$ cat src/rtl/scs_pkg.sv
package scs_pkg;
   typedef enum logic [1:0] {
      SRC_INT  = 2'd0,
      SRC_EXT  = 2'd1,
      SRC_HOLD = 2'd2
   } src_state_e;
endpackage

$ cat src/rtl/scs_edge_det.sv
module scs_edge_det #(
   parameter int STAGES = 2
) (
   input  logic clk,
   input  logic rst_n,
   input  logic async_in,
   output logic rise,
   output logic any_edge
);
   generate
      if (STAGES < 2) begin : g_bad_stages
         $error("scs_edge_det: STAGES must be at least 2");
      end
   endgenerate

   logic [STAGES-1:0] chain;
   logic              last_q;

   generate
      for (genvar i = 0; i < STAGES; i++) begin : g_sync
         always_ff @(posedge clk or negedge rst_n) begin
            if (!rst_n) chain[i] <= 1'b0;
            else if (i == 0) chain[i] <= async_in;
            else chain[i] <= chain[i-1];
         end
      end
   endgenerate

   always_ff @(posedge clk or negedge rst_n) begin
      if (!rst_n) last_q <= 1'b0;
      else        last_q <= chain[STAGES-1];
   end

   assign rise     = chain[STAGES-1] & ~last_q;
   assign any_edge = chain[STAGES-1] ^ last_q;
endmodule

$ cat src/rtl/scs_period_mon.sv
module scs_period_mon #(
   parameter int CNT_W         = 12,
   parameter int CEIL_MIN_PER  = 46,
   parameter int FLOOR_MAX_PER = 555,
   parameter int TIMEOUT_CYC   = 3200
) (
   input  logic             clk,
   input  logic             rst_n,
   input  logic             rise,
   input  logic             any_edge,
   input  logic [CNT_W-1:0] per_limit,
   output logic             per_vld,
   output logic             per_ok,
   output logic             gap_stall,
   output logic             timeout,
   output logic [CNT_W-1:0] idle_cnt
);
   localparam logic [CNT_W-1:0] CNT_MAX = {CNT_W{1'b1}};
   localparam logic [CNT_W-1:0] CEIL_P  = CNT_W'(CEIL_MIN_PER);
   localparam logic [CNT_W-1:0] FLOOR_P = CNT_W'(FLOOR_MAX_PER);
   localparam logic [CNT_W-1:0] TMO_P   = CNT_W'(TIMEOUT_CYC);

   generate
      if (TIMEOUT_CYC >= (1 << CNT_W) - 1) begin : g_bad_tmo
         $error("scs_period_mon: TIMEOUT_CYC does not fit in CNT_W");
      end
      if (CEIL_MIN_PER < 2) begin : g_bad_ceil
         $error("scs_period_mon: CEIL_MIN_PER must be at least 2");
      end
   endgenerate

   logic [CNT_W-1:0] run_cnt;
   logic [CNT_W-1:0] per_q;
   logic             have_prev;

   always_ff @(posedge clk or negedge rst_n) begin
      if (!rst_n) begin
         run_cnt   <= '0;
         per_q     <= '0;
         per_vld   <= 1'b0;
         have_prev <= 1'b0;
      end else begin
         per_vld <= 1'b0;
         if (rise) begin
            per_q     <= run_cnt;
            per_vld   <= have_prev;
            have_prev <= 1'b1;
            run_cnt   <= CNT_W'(1);
         end else begin
            if (run_cnt != CNT_MAX) run_cnt <= run_cnt + 1'b1;
            if (gap_stall) have_prev <= 1'b0;
         end
      end
   end

   always_ff @(posedge clk or negedge rst_n) begin
      if (!rst_n)              idle_cnt <= '0;
      else if (any_edge)       idle_cnt <= '0;
      else if (idle_cnt != CNT_MAX) idle_cnt <= idle_cnt + 1'b1;
   end

   assign per_ok = (per_q > {1'b0, per_limit[CNT_W-1:1]}) &&
                   (per_q < per_limit) &&
                   (per_q >= CEIL_P) &&
                   (per_limit <= FLOOR_P);
   assign gap_stall = idle_cnt > per_limit;
   assign timeout   = idle_cnt >= TMO_P;

   // a period taken as in-window lies strictly inside the relative window
   a_r3_window_bounds: assert property (@(posedge clk) disable iff (!rst_n)
      (per_vld && per_ok) |-> (per_q < per_limit && (per_q << 1) > per_limit));
   // no accepted period violates the absolute ceiling or the floor
   a_r4_absolute_limits: assert property (@(posedge clk) disable iff (!rst_n)
      (per_vld && per_ok) |-> (per_q >= CEIL_P && per_limit <= FLOOR_P));
endmodule

$ cat src/rtl/scs_src_fsm.sv
module scs_src_fsm
   import scs_pkg::*;
#(
   parameter int QUAL_EDGES = 2
) (
   input  logic       clk,
   input  logic       rst_n,
   input  logic       rise,
   input  logic       per_vld,
   input  logic       per_ok,
   input  logic       gap_stall,
   input  logic       timeout,
   output src_state_e state
);
   localparam int QW = (QUAL_EDGES < 2) ? 1 : $clog2(QUAL_EDGES + 1);

   generate
      if (QUAL_EDGES < 1) begin : g_bad_qual
         $error("scs_src_fsm: QUAL_EDGES must be at least 1");
      end
   endgenerate

   logic [QW-1:0] qual_cnt;
   logic          qual_done;

   assign qual_done = (qual_cnt == QW'(QUAL_EDGES - 1)) && per_vld && per_ok;

   always_ff @(posedge clk or negedge rst_n) begin
      if (!rst_n) begin
         state    <= SRC_INT;
         qual_cnt <= '0;
      end else begin
         unique case (state)
            SRC_INT: begin
               if (qual_done) begin
                  state    <= SRC_EXT;
                  qual_cnt <= '0;
               end else if (per_vld) begin
                  qual_cnt <= per_ok ? qual_cnt + 1'b1 : '0;
               end else if (gap_stall) begin
                  qual_cnt <= '0;
               end
            end
            SRC_EXT: begin
               if (gap_stall) state <= SRC_HOLD;
            end
            SRC_HOLD: begin
               if (timeout)   state <= SRC_INT;
               else if (rise) state <= SRC_EXT;
            end
            default: state <= SRC_INT;
         endcase
      end
   end

   // entering the external source requires the full run of good periods
   a_r2_qualified_entry: assert property (@(posedge clk) disable iff (!rst_n)
      ($past(state) == SRC_INT && state == SRC_EXT) |->
         ($past(qual_cnt) == QW'(QUAL_EDGES - 1) && $past(per_ok)));
   // the held state is always left once the timeout is reached
   a_r5_timeout_exit: assert property (@(posedge clk) disable iff (!rst_n)
      (state == SRC_HOLD && timeout) |=> state == SRC_INT);
endmodule

$ cat src/rtl/sync_clk_sel.sv
module sync_clk_sel
   import scs_pkg::*;
#(
   parameter int CNT_W         = 12,
   parameter int SYNC_STAGES   = 2,
   parameter int QUAL_EDGES    = 2,
   parameter int CEIL_MIN_PER  = 46,
   parameter int FLOOR_MAX_PER = 555,
   parameter int TIMEOUT_CYC   = 3200
) (
   input  logic             clk,
   input  logic             rst_n,
   input  logic             sync_in,
   input  logic             int_tick,
   input  logic [CNT_W-1:0] per_limit,
   output logic             clk_en,
   output logic             drv_en,
   output logic             src_ext
);
   logic             rise;
   logic             any_edge;
   logic             per_vld;
   logic             per_ok;
   logic             gap_stall;
   logic             timeout;
   logic [CNT_W-1:0] idle_cnt;
   src_state_e       state;

   scs_edge_det #(.STAGES(SYNC_STAGES)) u_edge (
      .clk      (clk),
      .rst_n    (rst_n),
      .async_in (sync_in),
      .rise     (rise),
      .any_edge (any_edge)
   );

   scs_period_mon #(
      .CNT_W         (CNT_W),
      .CEIL_MIN_PER  (CEIL_MIN_PER),
      .FLOOR_MAX_PER (FLOOR_MAX_PER),
      .TIMEOUT_CYC   (TIMEOUT_CYC)
   ) u_mon (
      .clk       (clk),
      .rst_n     (rst_n),
      .rise      (rise),
      .any_edge  (any_edge),
      .per_limit (per_limit),
      .per_vld   (per_vld),
      .per_ok    (per_ok),
      .gap_stall (gap_stall),
      .timeout   (timeout),
      .idle_cnt  (idle_cnt)
   );

   scs_src_fsm #(.QUAL_EDGES(QUAL_EDGES)) u_fsm (
      .clk       (clk),
      .rst_n     (rst_n),
      .rise      (rise),
      .per_vld   (per_vld),
      .per_ok    (per_ok),
      .gap_stall (gap_stall),
      .timeout   (timeout),
      .state     (state)
   );

   always_comb begin
      unique case (state)
         SRC_EXT:  clk_en = rise;
         SRC_HOLD: clk_en = 1'b0;
         default:  clk_en = int_tick;
      endcase
   end

   assign drv_en  = (state != SRC_HOLD);
   assign src_ext = (state != SRC_INT);

   // external pacing only ever comes from a detected rising edge
   a_r1_ext_from_edge: assert property (@(posedge clk) disable iff (!rst_n)
      (state == SRC_EXT && clk_en) |-> rise);
   // no switching clock while the drive is withheld
   a_r6_no_pulse_when_off: assert property (@(posedge clk) disable iff (!rst_n)
      !drv_en |-> !clk_en);
   // the held state never outlasts the silence timeout
   a_r5_hold_bounded: assert property (@(posedge clk) disable iff (!rst_n)
      (state == SRC_HOLD) |-> idle_cnt <= CNT_W'(TIMEOUT_CYC));
   // the internal source always runs with the drive enabled
   a_r8_internal_drives: assert property (@(posedge clk) disable iff (!rst_n)
      !src_ext |-> drv_en);
endmodule

$ cat config.mk
export PLATFORM = sky130hd
export DESIGN_NAME = sync_clk_sel
export DESIGN_NICKNAME = d
export VERILOG_FILES = /design/src/rtl/scs_pkg.sv /design/src/rtl/scs_edge_det.sv /design/src/rtl/scs_period_mon.sv /design/src/rtl/scs_src_fsm.sv /design/src/rtl/sync_clk_sel.sv
export SDC_FILE = /design/constraint.sdc
export NUM_CORES = 1
export LEC_CHECK = 0
export ABC_AREA = 1
export ABC_CLOCK_PERIOD_IN_PS = 5340
export BUFFER_PORTS_ARGS = -buffer_cell sky130_fd_sc_hd__buf_2
export CAP_MARGIN = 20
export CORE_ASPECT_RATIO = 0.5
export CORE_MARGIN = 5
export CORE_UTILIZATION = 60
export DETAILED_ROUTE_END_ITERATION = 6
export HOLD_SLACK_MARGIN = 0.06
export PLACE_DENSITY = 0.81
export SLEW_MARGIN = 30
export SYNTH_ARGS = -nofsm -noshare
export SYNTH_HDL_FRONTEND = slang
export SYNTH_SLANG_ARGS = --single-unit
$ cat constraint.sdc
create_clock -name clk -period 5.34 [get_ports clk]
set_clock_uncertainty 0.2 [all_clocks]
set_input_delay 1.068 -clock clk [delete_from_list [all_inputs] [get_ports clk]]
set_output_delay 1.068 -clock clk [all_outputs]
set_load 0.03 [all_outputs]
After elaboration in Yosys (flattened, before gate mapping)

Cells that the tools add are included.

Flip-flop bits (word level): 45
Output and inout bits: 3
Word-level logic and storage cells: 61

$add $sub $neg: 3
Equal/unequal tests: 9
Reductions and logical operators: 13
Mux-type cells: 17
Bitwise gates (word level): 3
Order comparisons: 6

Operators by type and width:

| operator                | count |
|---|---|
| $mux W12                | 4 |
| $add A12 B1 Y12 const B | 2 |
| $ne A12 B12 Y1 const B  | 2 |
| $mux W2                 | 8 |
| $ge A12 B12 Y1 const B  | 1 |
| $ge A12 B6 Y1 const B   | 1 |
| $gt A12 B11 Y1          | 1 |
| $gt A12 B12 Y1          | 1 |
| $le A12 B10 Y1 const B  | 1 |
| $lt A12 B12 Y1          | 1 |
| $reduce_bool A2 Y1      | 4 |
| $pmux W2 S3             | 1 |
| $logic_and A1 B1 Y1     | 5 |
| $eq A2 B1 Y1 const B    | 2 |
| $ne A2 B2 Y1 const B    | 2 |
| $mux W1                 | 3 |
| $ne A3 B3 Y1 const B    | 1 |
| $reduce_and A3 Y1       | 1 |
| $reduce_bool A3 Y1      | 1 |
| $add A2 B1 Y2 const B   | 1 |
| $eq A2 B2 Y1 const B    | 1 |
| $logic_not A2 Y1        | 1 |
| $ne A2 B1 Y1 const B    | 1 |
| $pmux W1 S2             | 1 |
| 4 further kinds         | 4 |

Logic depth before layout (Yosys ltp)

Depth in word-level cells: 7
Gate-level depth with buffers: 14
Mapped depth without buffers: 14

By module

Synthesis repeated with hierarchy kept, for this count alone.

Cell total of the unflattened synthesis: 429
Area, all modules: 3240.6 um^2

Modules (own cells, without submodules):

| module         | cells each | sequential area each (um^2) | times used | area an instance (um^2) |
|---|---|---|---|---|
| scs_period_mon | 383        | 950.9                       | 1          | 2847.7 |
| scs_src_fsm    | 29         | 100.1                       | 1          | 229.0 |
| scs_edge_det   | 6          | 75.1                        | 1          | 95.1 |
| sync_clk_sel   | 11         | 0.0                         | 1          | 68.8 |

Least setup slack after synthesis

No wires, ideal clock.

Kind: input to output
Start: input int_tick
End: output clk_en
Slack: 2294 ps
Data required time: 4072 ps
Arrival: 1778 ps
Stages: 2
Buffers on the path: 0
Cells stage by stage: inv_1 > o21ai_0

Longest elaborated chain between the ends: 1

Ends and longest elaborated chain:

| what               | RTL line           | text |
|---|---|---|
| start: declaration | sync_clk_sel.sv:14 | `input logic int_tick,` |
| $pmux W1 S2        | sync_clk_sel.sv:67 | `unique case (state)` |
| end: declaration   | sync_clk_sel.sv:16 | `output logic clk_en,` |

No other way between the ends.

Worst setup path in the final report

Ends and elaborated chain as after synthesis.

==> run metrics <==
cell mode on critical path=buf_2; n_diodes=0; max-slew violation count=0; top-area cell type share of the netlist area=36.4%; CTS tree=yes; synth cell count leaders=101 x nand2_1, 58 x inv_1, 45 x dfrtp_1; CP Data Arrival Time=1520 ps; layout cells sized above 1=9.91%; detailed placement HPWL=5070 µm; Total Routed Length=6450 µm; clk slew on worst S/H paths=80 ps; Syn Inst Count=403; fin crit period=2790 ps; Synth Flop Type=dfrtp_1; starting density of the core=62.4%; Synth async-reset ratio=100%; distinct cell type count after synthesis=32; post-route cell area=3340 µm²; largest area contributor in the netlist=dfrtp_1; Setup TNS=0 ps; critical path's slowest cell=buf_2; core area=4950 µm²; global-route wire length before repair=11,400 µm; MaxCap Viol Count=0; Place WS=2450 ps; count of non-filler cells in the finished layout=494; Top Ports=19; die area=6770 µm²; Root Buffer=clkbuf_8; status=finished, final reports clean; Relative slew margins=62.1%; CTS H-tree lvls=2; peak supply drop=0.000156 V; #FFs+latches synth=45; CP Data Required Time=4070 ps; CP Capture Type=primary output; critical path type=primary input to primary output; DRC viols=0; clock sink count=45; antenna viol nets, final=0; DR vias/cell=5.45; Row Count=18; Synth Area per Inst=7.67 µm²; Mapped Nets=462; Synth area leaders=dfrtp_1 36%, ha_1 17%, nand2_1 12%, inv_1 7.0%, o21ai_0 4.2%; Slew @ Worst Pin=568 ps; DR iter-0 viols=147; Max FO, Critical Path=1; RSZ-0062 raised after global routing=no; sequential share of the synthesized area=36.4%; count leader, synth=nand2_1; largest net degree at the start of global routing=46; setup bufs post-CTS=0; clock latency on the worst-skew pair=300 ps; Num CTS Buffers=5; P per Cell Area=234 nW/µm²; Inst Count DP=487; gr ovfl total=0; Min-Delay Path Class=flip-flop to flip-flop; Final Hold Fails=0; die height=60.8 µm; post-CTS resize count=0; Lkg Pwr=0.00176 µW; max frequency=0.358 GHz; setup violators final=0; setup ws final=2550 ps; crit-path cells=buf_2 -> inv_1 -> o21ai_0 -> buf_2; fin nets=483; Synth Warn #=0; overall power=783 µW; Layout area overhead=8.22%; Total Routing Usage GR=20.9%; slowest stage delay, CP=210 ps; Setup crit start kind=primary input; first-pass iteration count of the detailed router=6; Post-Place Cell Area=3260 µm²; antenna violations before repair=0; number of global-route vias before repair=2,670; deepest clock path buffer count=2; Post-synth EDFFs=0; synthesized area=3090 µm²; post-route clock period utilization=52.3%; # hold bufs at CTS=0; chip width=111 µm; GPL Wtd Cong=0.812; DR WL/cell=13.0 µm; port buffer count=18; via count=2,691
## logic make-up (layout without fill, tap and decap cells)
family	count (synthesis)	count (layout)	share of synthesized area (%)
AND/OR/NAND/NOR	182	182	26.1
adder cells (fa/ha/maj)	43	43	17.4
AO/OA/AOI/OAI	64	64	11.2
XOR/XNOR	3	3	0.850
flip-flops	45	45	36.4
buffers and inverters	66	87	8.06
## layout make-up
cell class | instances | area (µm²)
Multi-Input combinational cell | 292 | 1720
Sequential cell | 45 | 1130
Tap cell | 70 | 87.6
Inverter | 61 | 229
Timing Repair Buffer | 19 | 100
Clock buffer | 7 | 86.3
Fill cell | 400 | 1610
## placed cells by master, fill, tap and decap left out, drive strengths merged
| cell type | instances |
|---|---|
| a211oi | 1 |
| a21oi | 26 |
| a31oi | 6 |
| and2 | 2 |
| and3 | 1 |
| buf | 19 |
| clkbuf | 7 |
| dfrtp | 45 |
| ha | 43 |
| inv | 61 |
| nand2 | 104 |
| nand2b | 1 |
| nand3 | 21 |
| nand3b | 2 |
| nand4 | 5 |
| nor2 | 33 |
| nor3 | 12 |
| nor4 | 1 |
| o21a | 1 |
| o21ai | 29 |
| o21bai | 1 |
| xor2 | 3 |
## per-stage QoR
stage | hold slack, ps | utilization, %
2_1_floorplan | 131 | -
3_3_place_gp | 136 | 65.7
3_5_place_dp | 137 | 65.8
4_1_cts | 164 | 67.5
5_1_grt | 170 | 67.5
6_report | 162 | 67.5
## worst max-delay path: cells and delay by family
family	cells	cell delay, ps
compound gates	1	130
buf+inv	3	320
## flip-flops by register name (all words and copies together), names as in the netlist
| name | flops |
|---|---|
| u_fsm.state | 2 |
| u_mon.per_q | 12 |
| u_mon.per_vld | 1 |
| u_mon.have_prev | 1 |
| u_edge.last_q | 1 |
| u_mon.idle_cnt | 12 |
| u_mon.run_cnt | 12 |
| u_edge.chain | 2 |
| u_fsm.qual_cnt | 2 |
## power breakdown
| group | internal [µW] | switching, µW |
|---|---|---|
| clock network | 103 | 108 |
| registers | 370 | 31.4 |
| logic | 62.3 | 108 |
## path summary, 6_finish.rpt
check                                                     from                       endpoint  slack (ps)  depth (start not counted)
worst max-delay path                                  int_tick                         clk_en        2550                          4
worst min-delay path                 u_edge.chain[0]$_DFF_PN0_      u_edge.chain[1]$_DFF_PN0_         160                          0
worst max register to register  u_mon.idle_cnt[11]$_DFFE_PN0P_  u_fsm.qual_cnt[1]$_DFFE_PN0P_        3230                         11
worst min register to register       u_edge.chain[0]$_DFF_PN0_      u_edge.chain[1]$_DFF_PN0_         160                          0
max in group asynchronous                                rst_n  u_mon.idle_cnt[8]$_DFFE_PN0P_        4000                          1
min in group asynchronous                                rst_n   u_mon.run_cnt[2]$_DFFE_PN0P_         560                          1
## layer usage
layer,vias up,wire length [µm],track usage [%]
li1,1351,-,-
met1,1264,2900,24.7
met2,65,3070,39.4
met3,11,378,5.28
met4,0,92,5.72
met5,-,0,0
Power figures use the tool's default switching activity.
